File: src/rtl/bpc_pkg.sv
package bpc_pkg;
  typedef enum logic [2:0] {
    CMD_NOP = 3'd0,
    CMD_ACT = 3'd1,
    CMD_RD  = 3'd2,
    CMD_WR  = 3'd3,
    CMD_RDA = 3'd4,
    CMD_WRA = 3'd5,
    CMD_PRE = 3'd6
  } bpc_cmd_e;

  localparam int POL_OPEN        = 0;
  localparam int POL_CLOSED      = 1;
  localparam int POL_OPEN_ADPT   = 2;
  localparam int POL_CLOSED_ADPT = 3;

  function automatic logic is_column(bpc_cmd_e c);
    return (c == CMD_RD) || (c == CMD_WR) || (c == CMD_RDA) || (c == CMD_WRA);
  endfunction

  function automatic logic closes_row(bpc_cmd_e c);
    return (c == CMD_PRE) || (c == CMD_RDA) || (c == CMD_WRA);
  endfunction
endpackage

File: src/rtl/bpc_coords.sv
module bpc_coords #(
  parameter int NUM_BANKS  = 16,
  parameter int NUM_RANKS  = 2,
  parameter int NUM_GROUPS = 4,
  parameter int BANK_ID    = 11,
  localparam int RANK_W  = (NUM_RANKS  > 1) ? $clog2(NUM_RANKS)  : 1,
  localparam int GROUP_W = (NUM_GROUPS > 1) ? $clog2(NUM_GROUPS) : 1,
  localparam int BANK_W  = (NUM_BANKS  > 1) ? $clog2(NUM_BANKS)  : 1
) (
  output logic [RANK_W-1:0]  rank_idx,
  output logic [GROUP_W-1:0] group_idx,
  output logic [BANK_W-1:0]  bank_idx
);
  localparam int BANKS_PER_RANK  = NUM_BANKS / NUM_RANKS;
  localparam int BANKS_PER_GROUP = NUM_BANKS / NUM_GROUPS;
  localparam int RANK_VAL  = BANK_ID / BANKS_PER_RANK;
  localparam int GROUP_VAL = BANK_ID / BANKS_PER_GROUP;

  generate
    if (NUM_RANKS > 1) begin : g_multi_rank
      assign rank_idx = RANK_W'(RANK_VAL);
    end else begin : g_single_rank
      assign rank_idx = '0;
    end
    if (NUM_GROUPS > 1) begin : g_multi_group
      assign group_idx = GROUP_W'(GROUP_VAL);
    end else begin : g_single_group
      assign group_idx = '0;
    end
  endgenerate

  assign bank_idx = BANK_W'(BANK_ID);
endmodule

File: src/rtl/bpc_decide.sv
module bpc_decide
  import bpc_pkg::*;
#(
  parameter int ROW_W  = 14,
  parameter int POLICY = POL_OPEN
) (
  input  logic             clk,
  input  logic             rst_n,
  input  logic             bank_open,
  input  logic [ROW_W-1:0] open_row,
  input  logic             req_valid,
  input  logic [ROW_W-1:0] req_row,
  input  logic             req_write,
  input  logic             hint_same_row,
  input  logic             hint_other_row,
  output logic             cand_valid,
  output bpc_cmd_e         cand_cmd,
  output logic [ROW_W-1:0] cand_row,
  output logic             miss_error
);
  logic row_miss;
  logic auto_pre;

  assign row_miss = bank_open && (open_row != req_row);

  always_comb begin
    case (POLICY)
      POL_CLOSED:      auto_pre = 1'b1;
      POL_OPEN_ADPT:   auto_pre = !hint_same_row && hint_other_row;
      POL_CLOSED_ADPT: auto_pre = !hint_same_row;
      default:         auto_pre = 1'b0;
    endcase
  end

  always_comb begin
    cand_valid = req_valid;
    if (!req_valid) begin
      cand_cmd = CMD_NOP;
    end else if (!bank_open) begin
      cand_cmd = CMD_ACT;
    end else if (row_miss) begin
      cand_cmd = CMD_PRE;
    end else if (req_write) begin
      cand_cmd = auto_pre ? CMD_WRA : CMD_WR;
    end else begin
      cand_cmd = auto_pre ? CMD_RDA : CMD_RD;
    end
  end

  always_comb begin
    if (bank_open) begin
      cand_row = open_row;
    end else if (req_valid) begin
      cand_row = req_row;
    end else begin
      cand_row = '0;
    end
  end

  assign miss_error = (POLICY == POL_CLOSED_ADPT) && req_valid && row_miss;

  // a closed bank with a request can only be offered an activate
  assert_closed_bank_act_R2: assert property (@(posedge clk) disable iff (!rst_n)
    (req_valid && !bank_open) |-> (cand_cmd == CMD_ACT));

  // the error flag coincides with a precharge candidate
  assert_error_is_pre_R8: assert property (@(posedge clk) disable iff (!rst_n)
    miss_error |-> (cand_cmd == CMD_PRE));

  generate
    if (POLICY == POL_OPEN) begin : g_chk_open
      assert_open_no_autopre_R4: assert property (@(posedge clk) disable iff (!rst_n)
        !((cand_cmd == CMD_RDA) || (cand_cmd == CMD_WRA)));
    end
    if (POLICY == POL_CLOSED) begin : g_chk_closed
      assert_closed_autopre_R5: assert property (@(posedge clk) disable iff (!rst_n)
        !((cand_cmd == CMD_RD) || (cand_cmd == CMD_WR)));
    end
  endgenerate
endmodule

File: src/rtl/bpc_state.sv
module bpc_state
  import bpc_pkg::*;
#(
  parameter int ROW_W = 14
) (
  input  logic             clk,
  input  logic             rst_n,
  input  logic             issue,
  input  bpc_cmd_e         issue_cmd,
  input  logic [ROW_W-1:0] act_row,
  output logic             bank_open,
  output logic [ROW_W-1:0] open_row
);
  logic             open_q, open_d;
  logic [ROW_W-1:0] row_q, row_d;
  logic             upd_en;

  assign upd_en = issue && ((issue_cmd == CMD_ACT) || closes_row(issue_cmd));

  always_comb begin
    open_d = open_q;
    row_d  = row_q;
    if (issue_cmd == CMD_ACT) begin
      open_d = 1'b1;
      row_d  = act_row;
    end else begin
      open_d = 1'b0;
      row_d  = '0;
    end
  end

  always_ff @(posedge clk or negedge rst_n) begin
    if (!rst_n) begin
      open_q <= 1'b0;
      row_q  <= '0;
    end else if (upd_en) begin
      open_q <= open_d;
      row_q  <= row_d;
    end
  end

  assign bank_open = open_q;
  assign open_row  = row_q;

  // without an issued command the bank state holds
  assert_hold_without_issue_R9: assert property (@(posedge clk) disable iff (!rst_n)
    !issue |=> ($stable(open_q) && $stable(row_q)));

  // an issued activate opens the requested row
  assert_act_opens_R2: assert property (@(posedge clk) disable iff (!rst_n)
    (issue && issue_cmd == CMD_ACT) |=> (open_q && row_q == $past(act_row)));

  // precharge or auto-precharge leaves the bank closed
  assert_close_on_pre_R3: assert property (@(posedge clk) disable iff (!rst_n)
    (issue && closes_row(issue_cmd)) |=> !open_q);
endmodule

File: src/rtl/bank_page_ctrl.sv
module bank_page_ctrl
  import bpc_pkg::*;
#(
  parameter int ROW_W      = 14,
  parameter int NUM_BANKS  = 16,
  parameter int NUM_RANKS  = 2,
  parameter int NUM_GROUPS = 4,
  parameter int BANK_ID    = 11,
  parameter int POLICY     = 0,
  localparam int RANK_W  = (NUM_RANKS  > 1) ? $clog2(NUM_RANKS)  : 1,
  localparam int GROUP_W = (NUM_GROUPS > 1) ? $clog2(NUM_GROUPS) : 1,
  localparam int BANK_W  = (NUM_BANKS  > 1) ? $clog2(NUM_BANKS)  : 1
) (
  input  logic               clk,
  input  logic               rst_n,
  input  logic               req_valid,
  output logic               req_ready,
  input  logic [ROW_W-1:0]   req_row,
  input  logic               req_write,
  input  logic               hint_same_row,
  input  logic               hint_other_row,
  input  logic               cmd_go,
  output logic               cmd_valid,
  output logic [2:0]         cmd_type,
  output logic [ROW_W-1:0]   cmd_row,
  output logic [RANK_W-1:0]  cmd_rank,
  output logic [GROUP_W-1:0] cmd_group,
  output logic [BANK_W-1:0]  cmd_bank,
  output logic               cmd_issue,
  output logic               policy_error
);
  logic             bank_open;
  logic [ROW_W-1:0] open_row;
  logic             cand_valid;
  bpc_cmd_e         cand_cmd;
  logic             issue;

  bpc_coords #(
    .NUM_BANKS(NUM_BANKS), .NUM_RANKS(NUM_RANKS),
    .NUM_GROUPS(NUM_GROUPS), .BANK_ID(BANK_ID)
  ) u_coords (
    .rank_idx(cmd_rank), .group_idx(cmd_group), .bank_idx(cmd_bank)
  );

  bpc_decide #(.ROW_W(ROW_W), .POLICY(POLICY)) u_decide (
    .clk(clk), .rst_n(rst_n),
    .bank_open(bank_open), .open_row(open_row),
    .req_valid(req_valid), .req_row(req_row), .req_write(req_write),
    .hint_same_row(hint_same_row), .hint_other_row(hint_other_row),
    .cand_valid(cand_valid), .cand_cmd(cand_cmd), .cand_row(cmd_row),
    .miss_error(policy_error)
  );

  assign issue = cand_valid && cmd_go;

  bpc_state #(.ROW_W(ROW_W)) u_state (
    .clk(clk), .rst_n(rst_n),
    .issue(issue), .issue_cmd(cand_cmd), .act_row(req_row),
    .bank_open(bank_open), .open_row(open_row)
  );

  assign cmd_valid = cand_valid;
  assign cmd_type  = cand_cmd;
  assign cmd_issue = issue;
  assign req_ready = issue && is_column(cand_cmd);

  // consumption happens only with an issued column command
  assert_ready_on_column_R10: assert property (@(posedge clk) disable iff (!rst_n)
    req_ready |-> (cmd_issue && cmd_type inside {3'd2, 3'd3, 3'd4, 3'd5}));

  // nothing issues without the checker's go
  assert_issue_needs_go_R9: assert property (@(posedge clk) disable iff (!rst_n)
    cmd_issue |-> (cmd_go && cmd_valid));
endmodule

File: config.mk
export PLATFORM = sky130hd
export DESIGN_NAME = bank_page_ctrl
export DESIGN_NICKNAME = d
export VERILOG_FILES = /design/src/rtl/bpc_pkg.sv /design/src/rtl/bpc_coords.sv /design/src/rtl/bpc_decide.sv /design/src/rtl/bpc_state.sv /design/src/rtl/bank_page_ctrl.sv
export SDC_FILE = /design/constraint.sdc
export NUM_CORES = 1
export LEC_CHECK = 0
export BUFFER_PORTS_ARGS = -buffer_cell sky130_fd_sc_hd__buf_2
export CELL_PAD_IN_SITES_DETAIL_PLACEMENT = 2
export CELL_PAD_IN_SITES_GLOBAL_PLACEMENT = 2
export CORE_MARGIN = 3
export CORE_UTILIZATION = 27
export CTS_BUF_LIST = sky130_fd_sc_hd__clkbuf_8
export DETAILED_ROUTE_END_ITERATION = 16
export MAX_ROUTING_LAYER = met4
export PLACE_DENSITY = 0.85
export SETUP_SLACK_MARGIN = 0.05
export SYNTH_ARGS = -nofsm -noshare
export SYNTH_HDL_FRONTEND = slang
export SYNTH_HIERARCHICAL = 1
export SYNTH_SLANG_ARGS = --single-unit
File: constraint.sdc
create_clock -name clk -period 2.6 [get_ports clk]
set_clock_uncertainty 0.2 [all_clocks]
set_input_delay 0.26 -clock clk [delete_from_list [all_inputs] [get_ports clk]]
set_output_delay 0.26 -clock clk [all_outputs]
set_load 0.03 [all_outputs]
==> run_summary.xml, run 1 <==
<?xml version="1.0" encoding="UTF-8"?>
<metrics>
  <group name="run_status">
    <metric name="run_status" unit="">complete, no violations</metric>
  </group>
  <group name="clock_network">
    <metric name="ctsHtreeMaxLevel" unit="">1</metric>
    <metric name="clock-sinks" unit="">15</metric>
    <metric name="cts_tree" unit="">done</metric>
    <metric name="cts_buffers" unit="">3</metric>
    <metric name="cts_buffer_depth" unit="">2</metric>
    <metric name="clock_insertion_delay_worst_skew" unit="ns">0.25</metric>
    <metric name="cts-root-buf" unit="">clkbuf_8</metric>
    <metric name="worst_setup_hold_path_clk_slew" unit="ns">0.07</metric>
  </group>
  <group name="floorplanning">
    <metric name="die_width" unit="um">70.4</metric>
    <metric name="ios" unit="">49</metric>
    <metric name="die_area" unit="um2">4960</metric>
    <metric name="rows" unit="">22</metric>
    <metric name="coreArea" unit="um2">3830</metric>
    <metric name="initial_utilization" unit="">0.293</metric>
    <metric name="die_height" unit="um">70.4</metric>
  </group>
  <group name="global_route">
    <metric name="grt_pass1_wl" unit="um">6050</metric>
    <metric name="grt_most_used_layer" unit="">met2</metric>
    <metric name="grt_start_max_net_pins" unit="">19</metric>
    <metric name="use_met2" unit="">0.290</metric>
    <metric name="groute.layer.met3.usage" unit="">0.0288</metric>
    <metric name="global_routing_usage_summed_across_all_routing_layers" unit="">0.161</metric>
    <metric name="grt_residual_overflow" unit="">0</metric>
    <metric name="first_global_vias" unit="">1207</metric>
    <metric name="met1_layer_usage_reported_by_global_route" unit="">0.172</metric>
    <metric name="grt_antenna_before_repair" unit="">0</metric>
  </group>
  <group name="yosys">
    <metric name="synth_top_cells_by_count" unit="">nand2_1, dfrtp_1, xor2_1</metric>
    <metric name="synth_mux_area_frac" unit="">0</metric>
    <metric name="post_synthesis_share_of_cell_area_spent_on_xor_and_xnor_gates" unit="">0.117</metric>
    <metric name="ys_ff_latch" unit="">15</metric>
    <metric name="main_combinational_cell_family_by_area_after_synthesis" unit="">simple AND/OR/NAND/NOR gates</metric>
    <metric name="seq_area_frac_synth" unit="">0.335</metric>
    <metric name="synth.lib_cells_used.distinct" unit="">25</metric>
    <metric name="synthesis.area_per_instance" unit="um2">8.69</metric>
    <metric name="number_of_instances_in_the_synthesized_netlist" unit="">129</metric>
    <metric name="synth_simple_gate_area_share" unit="">0.219</metric>
    <metric name="synth_enable_flop_cells" unit="">0</metric>
    <metric name="yosys_most_used_dff" unit="">dfrtp_1</metric>
    <metric name="netlist_area" unit="um2">1120</metric>
    <metric name="yosysWarnings" unit="">6</metric>
    <metric name="synth.area.top_cells" unit="">dfrtp_1, xor2_1, a22o_1, buf_4, nand2_1</metric>
    <metric name="netlist.area_leader.share" unit="">0.335</metric>
    <metric name="synth-async-reset-ratio" unit="">1.00</metric>
    <metric name="synthMostInstantiatedCell" unit="">nand2_1</metric>
    <metric name="cell_taking_the_most_area_after_synthesis" unit="">dfrtp_1</metric>
    <metric name="synth_area_in_adders" unit="">0</metric>
    <metric name="synth-compound-area-share" unit="">0.215</metric>
  </group>
  <group name="finish">
    <metric name="drive_gt1_frac" unit="">0.363</metric>
    <metric name="syn_to_final_growth" unit="%">27.9</metric>
    <metric name="insertedDiodeCount" unit="">0</metric>
    <metric name="finalNonFillerCells" unit="">219</metric>
    <metric name="final_net_count" unit="">193</metric>
  </group>
  <group name="run">
    <metric name="drv.max_cap_violation_count" unit="">0</metric>
  </group>
  <group name="timing">
    <metric name="timing.setup.tns" unit="ns">0</metric>
    <metric name="worst_hold_slack" unit="ns">0.0711</metric>
    <metric name="worst_slack" unit="ns">0.135</metric>
    <metric name="grt_setup_unrepaired" unit="">yes</metric>
    <metric name="slew_violations" unit="">0</metric>
    <metric name="max_clock_freq" unit="MHz">406</metric>
    <metric name="setup-violations-final" unit="">0</metric>
    <metric name="finalWorstPathRequiredPeriod" unit="ns">2.47</metric>
    <metric name="finalHoldViolCount" unit="">0</metric>
    <metric name="min_period_over_period" unit="">0.948</metric>
  </group>
  <group name="min_path">
    <metric name="hold_path_cells" unit="">3</metric>
    <metric name="timing.hold.worst.start" unit="">req_row[2]</metric>
    <metric name="holdCritPathClass" unit="">primary input to register</metric>
    <metric name="min_to" unit="">u_state/open_row[2]</metric>
  </group>
  <group name="pwr">
    <metric name="vdd_drop_max" unit="mV">0.264</metric>
    <metric name="total_power" unit="mW">1.57</metric>
    <metric name="leakagePower" unit="nW">0.791</metric>
    <metric name="powerDensity" unit="nW/um2">1090</metric>
  </group>
  <group name="placement">
    <metric name="port_buffers" unit="">38</metric>
    <metric name="place_ws" unit="ns">0.310</metric>
    <metric name="globalplace.congestion" unit="">0.743</metric>
    <metric name="placedCellCount" unit="">211</metric>
    <metric name="post-dp-hpwl" unit="um">2860</metric>
  </group>
  <group name="worst_setup_path">
    <metric name="cp.arrival" unit="ns">2.01</metric>
    <metric name="path_delay_family" unit="">simple AND/OR/NAND/NOR gates</metric>
    <metric name="setup.worst_path.start_class" unit="">register</metric>
    <metric name="r2r.worst_path.cells" unit="">9</metric>
    <metric name="critical_path_class" unit="">register to output pin</metric>
    <metric name="worst_path_required" unit="ns">2.14</metric>
    <metric name="r2r-start" unit="">u_state/open_row[10]</metric>
    <metric name="critical_path.endpoint_type" unit="">output pin</metric>
    <metric name="critical-path-max-stage-delay" unit="ns">0.41</metric>
    <metric name="regToRegEndpoint" unit="">u_state/bank_open</metric>
    <metric name="number_of_buffer_and_inverter_stages_on_the_critical_path" unit="">2</metric>
    <metric name="crit_slowest_cell" unit="">dfrtp_1</metric>
    <metric name="regToRegSetupSlack" unit="ns">0.24</metric>
    <metric name="cp_cell_sequence" unit="">xor2_1, nor4_2, a41oi_2, buf_6, xor2_1, and2_1, buf_6</metric>
    <metric name="maximum_fanout_count_along_the_critical_path" unit="">6</metric>
  </group>
  <group name="route">
    <metric name="vias" unit="">1116</metric>
    <metric name="via_density" unit="">5.10</metric>
    <metric name="drt_pre_antenna_iters" unit="">4</metric>
    <metric name="final_routed_drc_violation_total" unit="">0</metric>
    <metric name="ant_nets" unit="">0</metric>
    <metric name="drt_wl_total" unit="um">3810</metric>
    <metric name="drt-initial-drc-count" unit="">26</metric>
    <metric name="routedWlPerCell" unit="um">17.4</metric>
  </group>
</metrics>
## logic make-up (layout without fill, tap and decap cells)
| family | after synthesis | count (layout) |
|---|---|---|
| other cells | 3 | 8 |
| flops | 15 | 15 |
| xor+xnor | 15 | 15 |
| compound gates | 34 | 34 |
| simple gates | 44 | 44 |
| buf+inv | 18 | 55 |
## worst register-to-register path, cell delays in order (launching register included)
cell and delay (ns):
dfrtp_1 0.41, xor2_1 0.17, nor4_2 0.38, a41oi_2 0.19
buf_6 0.17, buf_4 0.13, nor3b_4 0.15, buf_4 0.22
a21o_1 0.13, a22o_1 0.14
## where the power goes
| part | internal [mW] | leakage (nW) | switching [mW] |
|---|---|---|---|
| Sequential | 0.335 | 0.198 | 0.0973 |
| Clock | 0.106 | 0.0255 | 0.0941 |
| Combinational | 0.335 | 0.567 | 0.598 |
| Total | 0.776 | 0.791 | 0.790 |
## layout by cell type, fill, tap and decap left out, drive strengths merged
cell type and n:
a22o 14, dlygate4sd3 1, nand2 20, conb 8, o21ai 16, xor2 15
nor3 1, nor3b 1, nor2b 1, clkinv 1, and2 3, nor4bb 1
nor4 3, a41oi 1, dfrtp 15, nor2 1, a41o 1, clkbuf 3
inv 1, buf 49, nand3 13, a21o 2
## flip-flops by register name, summed over array words and instances (netlist names)
name	flops
u_state/open_row	14
u_state/bank_open	1
## what timing repair did
action,CTS,global route
endpoints found under the hold margin,15,0
hold buffers,1,0
resized for setup,0,5
buffers inserted,0,3
endpoints found under the setup margin,0,1
## per-stage QoR
step / util / instance area, um2
6_report: 0.375 / 1430
5_1_grt: 0.375 / 1430
4_1_cts: 0.364 / 1390
3_5_place_dp: 0.350 / 1340
3_3_place_gp: 0.350 / 1340
2_1_floorplan: - / 1140
## how the worst max path moves through the flow
stage / from / endpoint / cells after the start
finish: u_state/open_row[10] / req_ready / 7
global route: u_state/open_row[11] / req_ready / 7
floorplan: u_state/open_row[4] / req_ready / 5
global placement: u_state/open_row[13] / req_ready / 7
CTS: u_state/open_row[10] / req_ready / 7
detailed placement: u_state/open_row[10] / req_ready / 7
## per-layer routing
layer / up-vias / wire length, um
met1: 563 / 1520
li1: 517 / -
met4: 0 / 62
met5: - / 0
met2: 30 / 2050
met3: 6 / 175
## cell type report
| cell class | count | area (um2) |
|---|---|---|
| clock inverter | 1 | 5.00 |
| timing repair buffer | 50 | 293 |
| fill | 449 | 2390 |
| clock buffer | 3 | 41.3 |
| tap | 48 | 60.1 |
| sequential | 15 | 375 |
| multi-input combinational | 101 | 656 |
| inverter | 1 | 3.75 |
(Power assumes the default switching activity.)
==> run 2: changes to the inputs <==
- CORE_ASPECT_RATIO: default -> 0.8
==> run 2 against run 1 <==
Net effect:
- sequential power barely moved
- die area is 0.10% higher
- largest cell class unchanged
- largest power group unchanged
- setup slack better by 0.012 ns
- non-clock buffer count stayed put
==> run_summary.xml, run 2 (synthesis results as in run 1) <==
<?xml version="1.0" encoding="UTF-8"?>
<metrics>
  <group name="floorplanning">
    <metric name="rows" unit="">20</metric>
    <metric name="initial_utilization" unit="">0.287</metric>
    <metric name="die_height" unit="um">63.6</metric>
    <metric name="ios" unit="">49</metric>
    <metric name="die_width" unit="um">78.0</metric>
    <metric name="coreArea" unit="um2">3900</metric>
    <metric name="die_area" unit="um2">4970</metric>
  </group>
  <group name="timing">
    <metric name="max_clock_freq" unit="MHz">408</metric>
    <metric name="finalHoldViolCount" unit="">0</metric>
    <metric name="timing.setup.tns" unit="ns">0</metric>
    <metric name="finalWorstPathRequiredPeriod" unit="ns">2.45</metric>
    <metric name="min_period_over_period" unit="">0.943</metric>
    <metric name="setup-violations-final" unit="">0</metric>
    <metric name="grt_setup_unrepaired" unit="">no</metric>
    <metric name="slew_violations" unit="">0</metric>
  </group>
  <group name="clock_network">
    <metric name="worst_setup_hold_path_clk_slew" unit="ns">0.06</metric>
    <metric name="clock_insertion_delay_worst_skew" unit="ns">0.25</metric>
    <metric name="cts_tree" unit="">done</metric>
    <metric name="cts_buffers" unit="">3</metric>
    <metric name="clock-sinks" unit="">15</metric>
    <metric name="ctsHtreeMaxLevel" unit="">1</metric>
    <metric name="cts-root-buf" unit="">clkbuf_8</metric>
    <metric name="cts_buffer_depth" unit="">2</metric>
  </group>
  <group name="route">
    <metric name="dr.max_layer_used" unit="">met4</metric>
    <metric name="met2_wirelength" unit="um">2200</metric>
    <metric name="drt_wl_total" unit="um">4030</metric>
    <metric name="routedWlPerCell" unit="um">17.8</metric>
    <metric name="via_density" unit="">4.96</metric>
    <metric name="drt-initial-drc-count" unit="">25</metric>
    <metric name="drt_pre_antenna_iters" unit="">4</metric>
    <metric name="ant_nets" unit="">0</metric>
    <metric name="final_routed_drc_violation_total" unit="">0</metric>
    <metric name="met3RoutedLength" unit="um">166</metric>
    <metric name="vias" unit="">1122</metric>
    <metric name="wl_met1" unit="um">1630</metric>
  </group>
  <group name="placement">
    <metric name="port_buffers" unit="">38</metric>
    <metric name="placedCellCount" unit="">217</metric>
    <metric name="post-dp-hpwl" unit="um">2870</metric>
    <metric name="globalplace.congestion" unit="">0.810</metric>
    <metric name="dpl_cell_area" unit="um2">1340</metric>
  </group>
  <group name="global_route">
    <metric name="grt_pass1_wl" unit="um">6380</metric>
    <metric name="grt_residual_overflow" unit="">0</metric>
    <metric name="grt_start_max_net_pins" unit="">20</metric>
    <metric name="grt_antenna_before_repair" unit="">0</metric>
    <metric name="first_global_vias" unit="">1268</metric>
    <metric name="global_routing_usage_summed_across_all_routing_layers" unit="">0.169</metric>
  </group>
  <group name="run_status">
    <metric name="run_status" unit="">complete, no violations</metric>
  </group>
  <group name="finish">
    <metric name="sequential_cell_area" unit="um2">375</metric>
    <metric name="finalNonFillerCells" unit="">226</metric>
    <metric name="layout.cell_area.non_filler" unit="um2">1430</metric>
    <metric name="final_cell_mix" unit="">buf_2, nand2_1, xor2_1, dfrtp_1</metric>
    <metric name="most_frequent_standard_cell_in_the_layout_excluding_fill_and_tap_cells" unit="">buf_2</metric>
    <metric name="area_of_the_multi_input_gates" unit="um2">656</metric>
    <metric name="insertedDiodeCount" unit="">0</metric>
    <metric name="fillers" unit="">468</metric>
    <metric name="syn_to_final_growth" unit="%">27.7</metric>
    <metric name="final_net_count" unit="">193</metric>
    <metric name="largest_register_ffs" unit="">14</metric>
    <metric name="postLayoutCoreUtil" unit="">0.367</metric>
    <metric name="drive_gt1_frac" unit="">0.357</metric>
  </group>
  <group name="min_path">
    <metric name="holdCritPathClass" unit="">primary input to register</metric>
  </group>
  <group name="worst_setup_path">
    <metric name="worst_path_required" unit="ns">2.14</metric>
    <metric name="maximum_fanout_count_along_the_critical_path" unit="">9</metric>
    <metric name="regToRegSetupSlack" unit="ns">0.24</metric>
    <metric name="critical_path_class" unit="">register to output pin</metric>
    <metric name="critical_path.endpoint_type" unit="">output pin</metric>
    <metric name="cp.arrival" unit="ns">1.99</metric>
    <metric name="setup.worst_path.start_class" unit="">register</metric>
  </group>
  <group name="pwr">
    <metric name="vdd_drop_max" unit="mV">0.348</metric>
    <metric name="leakagePower" unit="nW">0.790</metric>
    <metric name="powerDensity" unit="nW/um2">1080</metric>
  </group>
  <group name="run">
    <metric name="drv.max_cap_violation_count" unit="">0</metric>
  </group>
</metrics>
==> run 2: power breakdown <==
part,internal (mW),switching [mW]
sequential,0.335,0.0946
clock,0.105,0.0918
combinational,0.321,0.602
total,0.761,0.789
==> run 2: final timing paths <==
check / startpoint / endpoint / cells past startpoint
worst max-delay path: u_state/open_row[8] / cmd_type[0] / 5
worst min-delay path: req_row[5] / u_state/open_row[5] / 3
worst max register to register: u_state/open_row[5] / u_state/bank_open / 8
worst min register to register: u_state/open_row[9] / u_state/open_row[9] / 2
max in group asynchronous: rst_n / u_state/open_row[3] / 2
min in group asynchronous: rst_n / u_state/open_row[13] / 2
==> run 2: layer usage <==
layer  up-vias  global-route usage
met5         -                   -
met4         0              0.0393
met3         2              0.0329
met2        34               0.323
met1       569               0.177
li1        517                   -
==> run 2: what timing repair did <==
action,CTS,global route
pin swaps,1,3
resized for setup,1,0
gates cloned,0,0
hold buffers,1,0
setup endpoints to repair,8,9
setup buffers,2,2
hold endpoints to repair,15,0
==> run 2: cell type report <==
| type | count | share of cell area |
|---|---|---|
| sequential | 15 | 0.262 |
| clock buffer | 3 | 0.0288 |
| timing repair buffer | 50 | 0.198 |
| clock inverter | 1 | 0.00262 |
| tap | 55 | 0.0481 |
| multi-input combinational | 101 | 0.458 |
| inverter | 1 | 0.00262 |
==> run 2: per-stage QoR <==
stage | worst slack, ns | power (mW) | hold WS [ns]
2_1_floorplan | 0.0864 | 1.07 | -0.236
3_3_place_gp | 0.194 | 1.28 | -0.00540
3_5_place_dp | 0.0312 | 1.33 | 0.00819
4_1_cts | 0.0973 | 1.55 | 0.0740
5_1_grt | 0.0356 | 1.66 | 0.0810
6_report | 0.147 | 1.55 | 0.0748
==> run 2: critical path: stages (launching register included) <==
cell     delay [ns]
dfrtp_1        0.40
xor2_1         0.16
nor4_2         0.42
a41o_1         0.34
buf_4          0.21
buf_2          0.21
